### src/rtl/upr_pkg.sv
package upr_pkg;

    typedef enum logic [1:0] {
        PS_OFF  = 2'd0,
        PS_HOLD = 2'd1,
        PS_RUN  = 2'd2
    } pipe_state_e;

    localparam logic [1:0] TGL_DATA0 = 2'b00;
    localparam logic [1:0] TGL_DATA1 = 2'b01;

    localparam int ADR_ENA  = 0;
    localparam int ADR_RST  = 1;
    localparam int ADR_TGL  = 2;
    localparam int ADR_CFG0 = 4;

    localparam int ALLOC_BIT = 0;

endpackage

### src/rtl/upr_regfile.sv
module upr_regfile
    import upr_pkg::*;
#(
    parameter int NPIPE = 4,
    parameter int CW    = 12,
    parameter int AW    = 4
) (
    input  logic                clk,
    input  logic                rst_n,
    input  logic                wr_en,
    input  logic [AW-1:0]       wr_addr,
    input  logic [CW-1:0]       wr_data,
    input  logic                dealloc_all,
    output logic [NPIPE-1:0]    en_nxt,
    output logic [NPIPE-1:0]    rst_nxt,
    output logic [NPIPE-1:0]    tgl_clr,
    output logic [CW*NPIPE-1:0] cfg_q
);

    logic [NPIPE-1:0] en_q;
    logic [NPIPE-1:0] rst_q;
    logic [NPIPE-1:0] tgl_req_d;
    logic             sel_ena;
    logic             sel_rst;
    logic             sel_tgl;

    assign sel_ena = wr_en && (wr_addr == AW'(ADR_ENA));
    assign sel_rst = wr_en && (wr_addr == AW'(ADR_RST));
    assign sel_tgl = wr_en && (wr_addr == AW'(ADR_TGL));

    always_comb begin
        en_nxt = en_q;
        if (sel_ena) begin
            en_nxt = wr_data[NPIPE-1:0];
        end
        if (dealloc_all) begin
            en_nxt = '0;
        end
    end

    always_comb begin
        rst_nxt = rst_q;
        if (sel_rst) begin
            rst_nxt = wr_data[NPIPE-1:0];
        end
    end

    assign tgl_req_d = sel_tgl ? wr_data[NPIPE-1:0] : '0;

    always_ff @(posedge clk or negedge rst_n) begin
        if (!rst_n) begin
            en_q    <= '0;
            rst_q   <= '0;
            tgl_clr <= '0;
        end else begin
            en_q    <= en_nxt;
            rst_q   <= rst_nxt;
            tgl_clr <= tgl_req_d;
        end
    end

    for (genvar i = 0; i < NPIPE; i++) begin : g_cfg
        logic [CW-1:0] cfg_r;
        logic [CW-1:0] cfg_d;

        always_comb begin
            cfg_d = cfg_r;
            if (wr_en && (wr_addr == AW'(ADR_CFG0 + i))) begin
                cfg_d = wr_data;
            end
            if (dealloc_all) begin
                cfg_d[ALLOC_BIT] = 1'b0;
            end
        end

        always_ff @(posedge clk or negedge rst_n) begin
            if (!rst_n) begin
                cfg_r <= '0;
            end else begin
                cfg_r <= cfg_d;
            end
        end

        assign cfg_q[CW*i +: CW] = cfg_r;
    end

endmodule

### src/rtl/upr_pipe_fsm.sv
module upr_pipe_fsm
    import upr_pkg::*;
(
    input  logic       clk,
    input  logic       rst_n,
    input  logic       en_nxt,
    input  logic       rst_nxt,
    input  logic       tgl_clr,
    input  logic       tgl_adv,
    input  logic       ev_set,
    output logic       pipe_en,
    output logic       pipe_rst,
    output logic       pipe_stat,
    output logic [1:0] pipe_tgl
);

    pipe_state_e state_q;
    pipe_state_e state_d;
    logic [1:0]  tgl_q;
    logic        stat_q;

    always_comb begin
        state_d = state_q;
        unique case (state_q)
            PS_OFF: begin
                if (en_nxt) begin
                    state_d = rst_nxt ? PS_HOLD : PS_RUN;
                end
            end
            PS_HOLD: begin
                if (!en_nxt) begin
                    state_d = PS_OFF;
                end else if (!rst_nxt) begin
                    state_d = PS_RUN;
                end
            end
            PS_RUN: begin
                if (!en_nxt) begin
                    state_d = PS_OFF;
                end else if (rst_nxt) begin
                    state_d = PS_HOLD;
                end
            end
            default: state_d = PS_OFF;
        endcase
    end

    always_ff @(posedge clk or negedge rst_n) begin
        if (!rst_n) begin
            state_q <= PS_OFF;
        end else begin
            state_q <= state_d;
        end
    end

    always_comb begin
        pipe_en  = 1'b0;
        pipe_rst = 1'b1;
        unique case (state_q)
            PS_OFF: begin
                pipe_en  = 1'b0;
                pipe_rst = 1'b1;
            end
            PS_HOLD: begin
                pipe_en  = 1'b1;
                pipe_rst = 1'b1;
            end
            PS_RUN: begin
                pipe_en  = 1'b1;
                pipe_rst = 1'b0;
            end
            default: begin
                pipe_en  = 1'b0;
                pipe_rst = 1'b1;
            end
        endcase
    end

    always_ff @(posedge clk or negedge rst_n) begin
        if (!rst_n) begin
            tgl_q <= TGL_DATA0;
        end else if (state_d == PS_OFF) begin
            tgl_q <= TGL_DATA0;
        end else if (tgl_clr) begin
            tgl_q <= TGL_DATA0;
        end else if (tgl_adv && state_q == PS_RUN && state_d == PS_RUN) begin
            tgl_q <= (tgl_q == TGL_DATA0) ? TGL_DATA1 : TGL_DATA0;
        end
    end

    always_ff @(posedge clk or negedge rst_n) begin
        if (!rst_n) begin
            stat_q <= 1'b0;
        end else if (state_d != PS_RUN) begin
            stat_q <= 1'b0;
        end else begin
            stat_q <= stat_q | ev_set;
        end
    end

    assign pipe_stat = stat_q;
    assign pipe_tgl  = tgl_q;

endmodule

### src/rtl/upr_top.sv
module upr_top
    import upr_pkg::*;
#(
    parameter int NPIPE = 4,
    parameter int CW    = 12,
    parameter int AW    = 4
) (
    input  logic                clk,
    input  logic                rst_n,
    input  logic                wr_en,
    input  logic [AW-1:0]       wr_addr,
    input  logic [CW-1:0]       wr_data,
    input  logic                dealloc_all,
    input  logic [NPIPE-1:0]    tgl_adv,
    input  logic [NPIPE-1:0]    ev_set,
    output logic [NPIPE-1:0]    pipe_en,
    output logic [NPIPE-1:0]    pipe_rst,
    output logic [NPIPE-1:0]    pipe_stat,
    output logic [2*NPIPE-1:0]  pipe_tgl,
    output logic [CW*NPIPE-1:0] pipe_cfg
);

    localparam int TW = 2;

    logic [NPIPE-1:0] en_nxt;
    logic [NPIPE-1:0] rst_nxt;
    logic [NPIPE-1:0] tgl_clr;

    upr_regfile #(
        .NPIPE (NPIPE),
        .CW    (CW),
        .AW    (AW)
    ) u_regs (
        .clk         (clk),
        .rst_n       (rst_n),
        .wr_en       (wr_en),
        .wr_addr     (wr_addr),
        .wr_data     (wr_data),
        .dealloc_all (dealloc_all),
        .en_nxt      (en_nxt),
        .rst_nxt     (rst_nxt),
        .tgl_clr     (tgl_clr),
        .cfg_q       (pipe_cfg)
    );

    for (genvar i = 0; i < NPIPE; i++) begin : g_pipe
        upr_pipe_fsm u_fsm (
            .clk       (clk),
            .rst_n     (rst_n),
            .en_nxt    (en_nxt[i]),
            .rst_nxt   (rst_nxt[i]),
            .tgl_clr   (tgl_clr[i]),
            .tgl_adv   (tgl_adv[i]),
            .ev_set    (ev_set[i]),
            .pipe_en   (pipe_en[i]),
            .pipe_rst  (pipe_rst[i]),
            .pipe_stat (pipe_stat[i]),
            .pipe_tgl  (pipe_tgl[TW*i +: TW])
        );
    end

endmodule

### config.mk
export PLATFORM = sky130hd
export DESIGN_NAME = upr_top
export DESIGN_NICKNAME = d
export VERILOG_FILES = /design/src/rtl/upr_pkg.sv /design/src/rtl/upr_regfile.sv /design/src/rtl/upr_pipe_fsm.sv /design/src/rtl/upr_top.sv
export SDC_FILE = /design/constraint.sdc
export NUM_CORES = 1
export LEC_CHECK = 0
export ABC_AREA = 0
export BUFFER_PORTS_ARGS = -buffer_cell sky130_fd_sc_hd__buf_2
export CAP_MARGIN = 20
export CORE_MARGIN = 2
export CORE_UTILIZATION = 47
export CTS_CLUSTER_DIAMETER = 30
export DETAILED_ROUTE_END_ITERATION = 10
export PLACE_DENSITY = 0.75
export SETUP_SLACK_MARGIN = 0.05
export SYNTH_ARGS = -nofsm -noshare
export SYNTH_HDL_FRONTEND = slang
export SYNTH_SLANG_ARGS = --single-unit
export TNS_END_PERCENT = 100
### constraint.sdc
create_clock -name clk -period 1.8 [get_ports clk]
set_input_delay 0.09 -clock clk [delete_from_list [all_inputs] [get_ports clk]]
set_output_delay 0.09 -clock clk [all_outputs]
set_load 0.01 [all_outputs]
# After elaboration in Yosys (flattened, before gate mapping)

Index checks and enable logic that the tools add are counted.

Register bits after elaboration: 80
Input bits: 28
Output and inout port bits: 68
Logic and storage cells: 157

Eq/ne operators: 22
Mux-type cells: 68
Bitwise logic cells: 4
Reductions and logical operators: 40

Operators with widths:

| cell               | count |
|---|---|
| $mux 2             | 36 |
| $logic_not 2->1    | 12 |
| $mux 1             | 24 |
| $pmux 2 s3         | 4 |
| $eq 2x2->1 const B | 8 |
| $eq 4x3->1 const B | 4 |
| $mux 4             | 4 |
| $logic_and 1x1->1  | 15 |
| $reduce_bool 3->1  | 4 |
| $eq 2x1->1 const B | 4 |
| $ne 2x2->1 const B | 4 |
| $reduce_bool 2->1  | 4 |
| $reduce_or 2->1    | 4 |
| $eq 4x1->1 const B | 1 |
| $eq 4x2->1 const B | 1 |
| $logic_not 4->1    | 1 |
| $or 1x1->1         | 4 |

# Depth between registers and ports, before layout

Gate-level depths: netlist of the first run.

Depth after elaboration: 11
Gate-level depth with buffers: 8
Depth with buffers taken out: 8

# Hierarchy

Synthesis of the first run repeated with hierarchy kept, for this count alone.

Cell total of the unflattened synthesis: 295
Area total of the unflattened synthesis: 3,634.7 um^2

Modules (own cells, without submodules):

| module       | times used | cells an instance | area each (um^2) | seq. area each (um^2) |
|---|---|---|---|---|
| upr_regfile  | 1          | 147               | 2,388.5          | 1,501.4 |
| upr_pipe_fsm | 4          | 37                | 311.5            | 100.1 |

# Least setup slack after synthesis of the first run

OpenSTA, ideal clock, no wires.

Path kind: input to register
From: in wr_addr[1]
To: reg g_pipe[3].u_fsm.tgl_q[0]
Library setup time: 0.126 ns
Arrival: 1.691 ns
Required time: 1.674 ns
Path slack: -0.017 ns
Stages on the path: 7
Path buffers: 0
Cell sequence: or4b_4 > o21ai_0 > a21oi_2 > mux2i_1 > a31oi_2 > nor4_1 > a311o_1

Longest elaborated chain between the ends: 9
Elaborated cells on any way between the ends: 19
Classes of those cells: 2 x eq/ne; 11 x mux; 6 x reduce/logical

Ends and longest elaborated chain:

| element                            | RTL line                                                   | RTL |
|---|---|---|
| start: declaration                 | upr_top.sv:11                                              | `input logic [AW-1:0] wr_addr,` |
| $logic_not 4->1 (*)                | upr_regfile.sv:27                                          | `assign sel_ena = wr_en && (wr_addr == AW'(ADR_ENA));` |
| $logic_and 1x1->1 (*)              | upr_regfile.sv:27                                          |  |
| $mux 4 (*)                         | upr_regfile.sv:33                                          | `if (sel_ena) begin` |
| $mux 4 (*)                         | upr_regfile.sv:36                                          | `if (dealloc_all) begin` |
| via g_pipe[3].u_fsm.en_nxt         | upr_pipe_fsm.sv:6                                          | `input logic en_nxt,` |
| $mux 2, on equally long branches   | upr_pipe_fsm.sv:38, upr_pipe_fsm.sv:26, upr_pipe_fsm.sv:31 |  |
| $pmux 2 s3 (*)                     | upr_pipe_fsm.sv:24                                         | `unique case (state_q)` |
| $eq 2x2->1                         | upr_pipe_fsm.sv:86                                         | `end else if (tgl_adv && state_q == PS_RUN && state_d == PS_RUN) begin` |
| $logic_and 1x1->1                  | upr_pipe_fsm.sv:86                                         |  |
| $reduce_bool 3->1 (no source line) | -                                                          |  |
| end signal: assignment             | upr_pipe_fsm.sv:87                                         | `tgl_q <= (tgl_q == TGL_DATA0) ? TGL_DATA1 : TGL_DATA0;` |
| end: declaration                   | upr_pipe_fsm.sv:19                                         | `logic [1:0] tgl_q;` |

Mark *: on every way through the listed nets, which the timed path passes. The rest lies on a longest branch.
A chain may end at the register's enable or synchronous reset.

# Worst setup path after layout of the first run

From: in wr_addr[1]
To: reg g_pipe[0].u_fsm.tgl_q[0]

Longest elaborated chain between the ends: 9
Elaborated cells on any way between the ends: 19
Classes of those cells: 2 x eq/ne; 11 x mux; 6 x reduce/logical

Ends and longest elaborated chain:

| element                            | RTL line                                                   | RTL |
|---|---|---|
| $eq 4x1->1 (*)                     | upr_regfile.sv:28                                          | `assign sel_rst = wr_en && (wr_addr == AW'(ADR_RST));` |
| $logic_and 1x1->1 (*)              | upr_regfile.sv:28                                          |  |
| $mux 4 (*)                         | upr_regfile.sv:43                                          | `if (sel_rst) begin` |
| via g_pipe[0].u_fsm.rst_nxt        | upr_pipe_fsm.sv:7                                          | `input logic rst_nxt,` |
| $mux 2, on equally long branches   | upr_pipe_fsm.sv:40, upr_pipe_fsm.sv:27, upr_pipe_fsm.sv:33 |  |
| $mux 2, on equally long branches   | upr_pipe_fsm.sv:38, upr_pipe_fsm.sv:26, upr_pipe_fsm.sv:31 |  |
| $pmux 2 s3 (*)                     | upr_pipe_fsm.sv:24                                         |  |
| $eq 2x2->1                         | upr_pipe_fsm.sv:86                                         |  |
| $logic_and 1x1->1                  | upr_pipe_fsm.sv:86                                         |  |
| $reduce_bool 3->1 (no source line) | -                                                          |  |
| end signal: assignment             | upr_pipe_fsm.sv:87                                         |  |
| end: declaration                   | upr_pipe_fsm.sv:19                                         |  |

Marked as above.

==> summary.txt, run 1 <==
Syn Area/Cell = 11.7 sq um
area delta synth->final = 33.0%
post-synthesis cell area = 0.00361 sq mm
min cycle time layout = 1810 ps
post-synthesis compound-gate area fraction = 0.0807
H-tree depth = 3
PnR worst setup slack = -8.82 ps
# Max-Cap Violations = 0
dpl hpwl = 5810 microns
GRT Util Overall = 0.200
failing checks = negative setup slack
vias in the first global route = 2,766
Initial Util = 0.493
DRC = 0
outcome = finished, violations left
CP arrival = 2090 ps
Mapped Cells = 308
Seq. cell area = 0.00190 sq mm
DIE WIDTH = 91.7 microns
die extent in y = 91.7 microns
pre-CTS WS = -249 ps
most frequent cells in the layout = buf_2 (90), dfrtp_1 (74), mux2_2 (46)
Pwr Density = 1190 mW/mm^2
GPL Wtd Cong = 0.858
final layout net count = 478
Logic pwr share = 0.378
peak supply drop = 0.000840 V
global-route wire length before repair = 13,200 microns
Filler Cell Count = 580
startpoint types = primary input
CTS Sinks = 76
Setup Viol. Count Final = 1
Pleak = 2.35 nW
largest net degree at the start of global routing = 37
final hold viol count = 0
Int Power = 3.80 mW
die area = 0.00840 sq mm
Post-Layout Inst Area = 0.00480 sq mm
Hold Crit Class = primary input to flip-flop
Clk pwr share = 0.231
ANT cells = 0
EDFF count, synth = 0
switching power = 1.93 mW
CTS max path bufs = 2
CTS tree = yes
DRT Pass-1 Iters = 4
Distinct cells, synth = 45
max frequency = 0.553 GHz
Flop pwr share = 0.391
most common cell after layout, fill and taps aside = buf_2
Worst EP required = 2090 ps
DRT iter0 DRCs = 154
multi-input logic area = 0.00169 sq mm
unrepaired setup endpoints after global routing = true
PortBufs = 91
area share of and/or/nand/nor cells after synthesis = 0.116
mux contribution to synthesized area = 0.163
layout cell share with drive strength beyond 1 = 0.533
# rows = 31
CP endpoint kind = flip-flop
flops & latches, synth = 76
CTS clk-pin slew, worst paths = 80 ps
Post-Synth XOR/XNOR Area = 0
vias post-DR = 2,800
largest family of logic cells by synthesized area = multiplexers
Synth warnings = 0
Post-DP Area = 0.00428 sq mm
CTS Buf Count = 9
adder-cell share of the synthesized area = 0.0554
Setup CP Type = primary input to flip-flop
critical path fanouts, max = 5
grt ovf = 0
Setup Skew = 4.23 ps
Final Cycle Share = 1.00
Net Sw Frac = 0.337
Routed WL = 8650 microns
Clock Tree Root = clkbuf_8
WL per Instance = 16.1 microns
core box area = 0.00733 sq mm
DR vias/cell = 5.20
ys async rst share = 1.00
clk_lat worst skew = 340 ps
IO Count = 96
ys flop type = dfrtp_1
initial antenna violation count = 0
Final Max Slew Viols = 0
Routed Antenna Nets = 0
Seq/Total Area, Yosys = 0.527
## final timing paths
kind	startpoint	to	slack, ps	cells past startpoint
setup reg to reg	g_pipe[2].u_fsm.state_q[1]	g_pipe[2].u_fsm.pipe_stat	50	8
hold reg to reg	u_regs.tgl_clr[2]	g_pipe[2].u_fsm.pipe_tgl[0]	390	1
min in group asynchronous	rst_n	g_pipe[2].u_fsm.pipe_tgl[0]	250	2
setup / recovery	wr_addr[1]	g_pipe[0].u_fsm.pipe_tgl[0]	-9	8
max in group asynchronous	rst_n	u_regs.g_cfg[1].cfg_r[0]	970	3
hold / removal	wr_data[9]	u_regs.g_cfg[3].cfg_r[9]	20	2
## Yosys cell counts (all sizes together) (2+ instances only)
library cell  number  area, sq um
a21oi             10         53.8
o21ai              5         28.8
nand2             17         63.8
a21o               3         22.5
a311oi             2         17.5
a311o              2         20.0
clkbuf             4         15.0
nor4               4         25.0
a221oi             2         17.5
a31oi              3         25.0
o31a               2         18.8
nor2b              4         25.0
mux2              46          518
ha                16          200
dfrtp             76         1900
buf               18          128
o211ai             2         15.0
and3               3         18.8
a21boi             2         15.0
and2               4         25.0
nand3             15         75.1
nor3               4         20.0
nor2              25         93.8
mux2i              7         70.1
inv               17         63.8
## what timing repair did
action | 4_1_cts | 5_1_grt
hold buffers | 2 | 1
gates cloned | 0 | 0
pin swaps | 3 | 16
setup endpoints to repair | 4 | 8
hold endpoints to repair | 35 | 2
resized for setup | 6 | 39
buffers inserted | 6 | 10
## state kept, by name, summed over array words and instances (netlist names)
name,cells
u_regs.rst_q,4
g_pipe.u_fsm.state_q,8
u_regs.g_cfg.cfg_r,48
g_pipe.u_fsm.pipe_stat,4
u_regs.tgl_clr,4
g_pipe.u_fsm.pipe_tgl,4
u_regs.en_q,4
## layout make-up
type,instances,share of cell area
multi-input combinational,196,0.352
clock buffer,11,0.0294
sequential,76,0.397
tap,99,0.0258
inverter,17,0.0133
timing repair buffer,134,0.170
clock inverter,5,0.0125
## per-stage QoR
step | cells | power [mW] | setup TNS [ps] | utilization | hold slack (ps)
2_1_floorplan | 311 | 3.38 | 0 | - | -206
3_3_place_gp | 503 | 3.91 | -858 | 0.583 | 87.6
3_5_place_dp | 503 | 3.96 | -1660 | 0.583 | 86.6
4_1_cts | 527 | 5.39 | 0 | 0.622 | 1.14
5_1_grt | 538 | 6.07 | -84.8 | 0.655 | 9.86
6_report | 538 | 5.73 | -8.82 | 0.655 | 15.2
## critical path, cell delays in order
cell and delay [ps]:
buf_2 130, or4b_4 590, o21ai_2 250, nand2_1 160, o22a_1 180, mux2_2 290
nor4_1 260, a311o_1 140
## kinds of logic after synthesis
family	after synthesis
DFF	76
other	1
adders and majority gates	16
muxes	53
buffers and inverters	39
AOI/OAI and AO/OA	40
and+or+nand+nor	83
## power groups by stage
| stage | logic, mW | clock network, mW | registers [mW] |
|---|---|---|---|
| CTS | 1.82 | 1.35 | 2.23 |
| floorplan | 1.00 | 0 | 2.37 |
| global route | 2.35 | 1.43 | 2.28 |
| global placement | 1.66 | 0 | 2.25 |
| finish | 2.17 | 1.32 | 2.24 |
| detailed placement | 1.69 | 0 | 2.26 |
## per-layer routing
metal / up-vias / GRT usage / share of wire
met5: - / 0 / 0
met4: 0 / 0.0606 / 0.014
met3: 13 / 0.0748 / 0.075
met2: 97 / 0.328 / 0.49
met1: 1379 / 0.245 / 0.42
li1: 1311 / - / -
Note: power is estimated with default switching activity, not from simulation.
==> run 2, diff against run 1 <==
--- a/config.mk
+++ b/config.mk
@@ -12,8 +12,9 @@
 export CORE_UTILIZATION = 47
 export CTS_CLUSTER_DIAMETER = 30
 export DETAILED_ROUTE_END_ITERATION = 10
-export PLACE_DENSITY = 0.75
+export PLACE_DENSITY_LB_ADDON = 0.25
 export SETUP_SLACK_MARGIN = 0.05
+export SKIP_LAST_GASP = 1
 export SYNTH_ARGS = -nofsm -noshare
 export SYNTH_HDL_FRONTEND = slang
 export SYNTH_SLANG_ARGS = --single-unit
==> run 2 against run 1 <==
Effect of this change: cell area grew 2.9%; count of clock-buffer cells in the layout shrank 1; the run now ends clean; hold slack gained 5.7 ps; critical path type is now flip-flop to flip-flop; worst setup slack gained 12 ps.
==> summary.txt, run 2 (same netlist as run 1, synthesis figures left out) <==
# rows = 31
Post-DP Area = 0.00427 sq mm
CTS Buf Count = 9
pre-CTS WS = -342 ps
DRC = 0
CTS Sinks = 76
die area = 0.00840 sq mm
final layout net count = 485
flip-flop count of the largest register after layout = 48
CP endpoint kind = flip-flop
Top reg by flops = u_regs.g_cfg.cfg_r
clk_lat worst skew = 350 ps
Setup Viol. Count Final = 0
dpl cells = 505
number of cells on the worst hold path = 2
r2r worst-path depth = 8
global-route wire length before repair = 14,100 microns
WL per Instance = 16.0 microns
PortBufs = 91
vias in the first global route = 2,924
min cycle time layout = 1800 ps
grt ovf = 0
CTS max path bufs = 2
Pleak = 2.41 nW
largest net degree at the start of global routing = 40
Setup CP Type = flip-flop to flip-flop
final hold viol count = 0
DRT Pass-1 Iters = 4
Setup Skew = 8.40 ps
Hold Crit Class = primary input to flip-flop
Overall Power = 5.83 mW
die extent in y = 91.7 microns
ANT cells = 0
max frequency = 0.557 GHz
startpoint types = flip-flop
Post-Layout Inst Area = 0.00494 sq mm
HP Start = wr_data[9]
H-tree depth = 3
Clock Tree Root = clkbuf_8
peak supply drop = 0.000741 V
Crit Reg-Reg Endpoint = g_pipe[1].u_fsm.pipe_tgl[0]
setup TNS = 0 ps
Final Cycle Share = 0.998
PnR worst setup slack = 3.59 ps
Slew @ Worst Pin = 511 ps
area delta synth->final = 36.9%
Worst slew margin = 0.659
Final Max Slew Viols = 0
vias post-DR = 2,833
critical path fanouts, max = 3
IO Count = 96
DRT iter0 DRCs = 87
CTS tree = yes
dpl hpwl = 5930 microns
reg-to-reg slack, setup = 4 ps
Worst Hold End = u_regs.g_cfg[1].cfg_r[9]
# Max-Cap Violations = 0
GPL Wtd Cong = 0.797
Routed Antenna Nets = 0
GRT Util Overall = 0.211
most frequent cells in the layout = buf_2 (90), dfrtp_1 (73), mux2_2 (45)
Pwr Density = 1180 mW/mm^2
top flop regs = u_regs.g_cfg.cfg_r (48), g_pipe.u_fsm.state_q (8)
R2R Path Start = g_pipe[1].u_fsm.state_q[0]
most common cell after layout, fill and taps aside = buf_2
Finished Layout Cells = 545
Worst EP required = 2060 ps
Routed WL = 8740 microns
layout cell share with drive strength beyond 1 = 0.556
core box area = 0.00733 sq mm
initial antenna violation count = 0
unrepaired setup endpoints after global routing = true
Initial Util = 0.493
DIE WIDTH = 91.7 microns
DR vias/cell = 5.20
outcome = finished, final reports clean
CP arrival = 2060 ps
CTS clk-pin slew, worst paths = 80 ps
==> run 2: cell count changes in the layout (fill, tap and decap cells not counted), sizes merged <==
cell,change
clkinvlp,+1
buf,+3
clkbuf,-1
dlygate4sd3,+4
==> run 2: per-stage QoR <==
stage	hold WS (ps)	utilization
final	20.9	0.674
after global routing	16.6	0.674
after CTS	1.17	0.635
after detailed placement	95.2	0.582
after global placement	88.8	0.582
after floorplan	-206	-
==> run 2: power breakdown <==
group | internal (mW) | switching, mW
clock | 0.640 | 0.639
combinational | 1.16 | 1.13
sequential | 2.04 | 0.215
total | 3.85 | 1.98
==> run 2: layer usage <==
layer / share of wire / up-vias / GRT usage
met5: 0 / - / 0
met1: 0.43 / 1409 / 0.252
met2: 0.48 / 79 / 0.357
li1: - / 1330 / -
met4: 0.016 / 0 / 0.0682
met3: 0.069 / 15 / 0.0748
==> run 2: worst max path at each step <==
| stage | from | to | slack [ps] |
|---|---|---|---|
| finish | g_pipe[1].u_fsm.state_q[0] | g_pipe[1].u_fsm.pipe_tgl[0] | 4 |
| global route | g_pipe[1].u_fsm.state_q[0] | g_pipe[1].u_fsm.pipe_tgl[0] | -110 |
| CTS | g_pipe[1].u_fsm.state_q[0] | g_pipe[1].u_fsm.pipe_tgl[0] | 30 |
| detailed placement | wr_addr[1] | g_pipe[0].u_fsm.pipe_tgl[0] | -340 |
| global placement | wr_addr[1] | g_pipe[0].u_fsm.pipe_tgl[0] | -190 |
| floorplan | wr_addr[1] | g_pipe[3].u_fsm.pipe_tgl[0] | 40 |
==> run 2: timing repair <==
action,CTS,global route
setup endpoints to repair,5,8
endpoints found under the hold margin,50,0
setup buffers,8,9
hold buffers,7,0
pin swaps,3,17
resized for setup,18,44
==> run 2: layout make-up <==
class,instances,area [sq um]
Multi-Input combinational cell,196,1780
Clock inverter,6,63.8
Tap cell,99,124
Inverter,17,63.8
Sequential cell,76,1910
Clock buffer,10,128
Timing Repair Buffer,141,880
Fill cell,556,2390
==> run 2: critical path, cell delays in order (launching register included) <==
cell and delay, ps:
dfrtp_1 420, inv_2 120, ha_4 150, a21oi_2 50, a221oi_2 260, a21oi_2 70
mux2i_1 230, nand3_1 140, a311oi_2 250
==> run 3, diff against run 2 <==
--- a/config.mk
+++ b/config.mk
@@ -8,7 +8,6 @@
 export ABC_AREA = 0
 export BUFFER_PORTS_ARGS = -buffer_cell sky130_fd_sc_hd__buf_2
 export CAP_MARGIN = 20
-export CORE_MARGIN = 2
 export CORE_UTILIZATION = 47
 export CTS_CLUSTER_DIAMETER = 30
 export DETAILED_ROUTE_END_ITERATION = 10
==> run 3 against run 2 <==
Effect of this change: clock power about the same; utilization down 1.5 points; cell area down 2.3%; critical path type unchanged; critical endpoint unchanged; largest power group is now sequential cells.
==> summary.txt, run 3 (same netlist as run 1, synthesis figures left out) <==
PnR worst setup slack = 57.9 ps
# Max-Cap Violations = 0
number of cells on the worst hold path = 2
reg-to-reg slack, setup = 60 ps
outcome = finished, final reports clean
vias in the first global route = 2,803
Setup CP Type = flip-flop to flip-flop
max frequency = 0.574 GHz
most common cell after layout, fill and taps aside = buf_2
Worst Hold End = u_regs.g_cfg[1].cfg_r[10]
ANT cells = 0
CTS Buf Count = 9
CTS tree = yes
DRT iter0 DRCs = 112
layout cell share with drive strength beyond 1 = 0.526
crit-path cells = inv_2 -> ha_4 -> a21oi_2 -> a221oi_2 -> a21oi_2 -> mux2i_1 -> nand3_1 -> a311oi_2
dpl cells = 506
crit path max-delay cell type = dfrtp_1
initial antenna violation count = 0
Pleak = 2.36 nW
Seq. cell area = 0.00190 sq mm
top flop regs = u_regs.g_cfg.cfg_r (48), g_pipe.u_fsm.state_q (8)
GRT Util Overall = 0.222
CP arrival = 2000 ps
startpoint types = flip-flop
global-route wire length before repair = 13,200 microns
PortBufs = 91
Routed WL = 8220 microns
R2R Path Start = g_pipe[1].u_fsm.state_q[0]
clk_lat worst skew = 350 ps
Setup Viol. Count Final = 0
Hold Crit Class = primary input to flip-flop
Initial Util = 0.493
peak supply drop = 0.000692 V
most frequent cells in the layout = buf_2 (90), dfrtp_1 (74), mux2_2 (44)
HP Start = wr_data[10]
Finished Layout Cells = 540
CTS Sinks = 76
final layout net count = 481
GR Util met1 = 0.274
Final Max Slew Viols = 0
Top reg by flops = u_regs.g_cfg.cfg_r
Crit Reg-Reg Endpoint = g_pipe[1].u_fsm.pipe_tgl[0]
die extent in y = 89.7 microns
Setup Skew = 5.51 ps
Final Cycle Share = 0.968
DR vias/cell = 5.12
unrepaired setup endpoints after global routing = true
DIE WIDTH = 89.7 microns
WL per Instance = 15.2 microns
dpl hpwl = 5650 microns
final hold viol count = 0
Top Usage Layer GRT = met2
CP endpoint kind = flip-flop
Overall Power = 5.69 mW
DRT Pass-1 Iters = 4
critical path fanouts, max = 3
Clock Tree Root = clkbuf_8
Worst EP required = 2060 ps
GR met2 Demand/Resource = 0.367
IO Count = 96
largest net degree at the start of global routing = 37
multi-input logic area = 0.00170 sq mm
GR Layer Usage met3 = 0.0731
DRC = 0
Worst path max stage delay = 430 ps
Pwr Density = 1180 mW/mm^2
grt ovf = 0
CTS clk-pin slew, worst paths = 90 ps
# rows = 31
area delta synth->final = 33.7%
CP dominant cell by count = a21oi_2
pre-CTS WS = -286 ps
flip-flop count of the largest register after layout = 48
die area = 0.00804 sq mm
min cycle time layout = 1740 ps
GPL Wtd Cong = 0.796
vias post-DR = 2,763
Routed Antenna Nets = 0
Filler Cell Count = 568
r2r worst-path depth = 8
H-tree depth = 3
CTS max path bufs = 2
core box area = 0.00733 sq mm
fin util = 0.659
-- run 3: cell count changes in the layout (fill, tap and decap cells not counted), sizes merged --
cell,previous run,this run
buf,134,128
clkbuf,10,9
clkinv,2,1
dlygate4sd3,7,9
inv,18,19
-- run 3: worst max-delay path by stage --
stage | from | end | slack [ps] | cells past startpoint
floorplan | wr_addr[1] | g_pipe[3].u_fsm.pipe_tgl[0] | 40 | 7
global placement | wr_addr[1] | g_pipe[3].u_fsm.pipe_tgl[0] | -190 | 8
detailed placement | wr_addr[1] | g_pipe[0].u_fsm.pipe_tgl[0] | -290 | 8
CTS | g_pipe[1].u_fsm.state_q[1] | g_pipe[1].u_fsm.pipe_tgl[0] | 30 | 8
global route | g_pipe[1].u_fsm.state_q[0] | g_pipe[1].u_fsm.pipe_tgl[0] | -90 | 8
finish | g_pipe[1].u_fsm.state_q[0] | g_pipe[1].u_fsm.pipe_tgl[0] | 60 | 8
-- run 3: worst max-delay path, delay by kind of cell (launching register included) --
family / cells / cell delay, ps
AO/OA/AOI/OAI: 4 / 600
flip-flops: 1 / 430
multiplexers: 1 / 200
adder cells (fa/ha/maj): 1 / 150
buffers and inverters: 1 / 140
AND/OR/NAND/NOR: 1 / 120
-- run 3: final cells by class --
cell class	instances	share of cell area
inverter	17	0.0137
tap	99	0.0256
sequential	76	0.394
clock inverter	6	0.0148
clock buffer	9	0.0256
multi-input combinational	196	0.352
timing repair buffer	137	0.174
-- run 3: repair_timing --
action	CTS	global route
pin swaps	5	17
setup buffers	5	5
endpoints found under the hold margin	57	0
setup endpoints to repair	4	6
hold buffers	9	0
gates resized for setup	18	28
-- run 3: power breakdown --
group	switching [mW]	total [mW]	internal (mW)
Combinational	1.05	2.12	1.07
Clock	0.661	1.31	0.645
Sequential	0.221	2.26	2.04
Total	1.93	5.69	3.75
-- run 3: routing by layer --
metal  part of all wire  wire length [microns]  vias up
met2               0.49                   4050       76
met3              0.060                    491        8
met1               0.43                   3570     1352
met4              0.013                    103        0
met5                  0                      0        -
li1                   -                      -     1327
-- run 3: through the flow --
stage	hold WS (ps)	area [sq um]	TNS, ps
after floorplan	-206	3620	0
after global placement	85.8	4290	-903
after detailed placement	90.0	4290	-1330
after CTS	0.452	4690	0
after global routing	16.4	4830	-112
final	22.9	4830	0
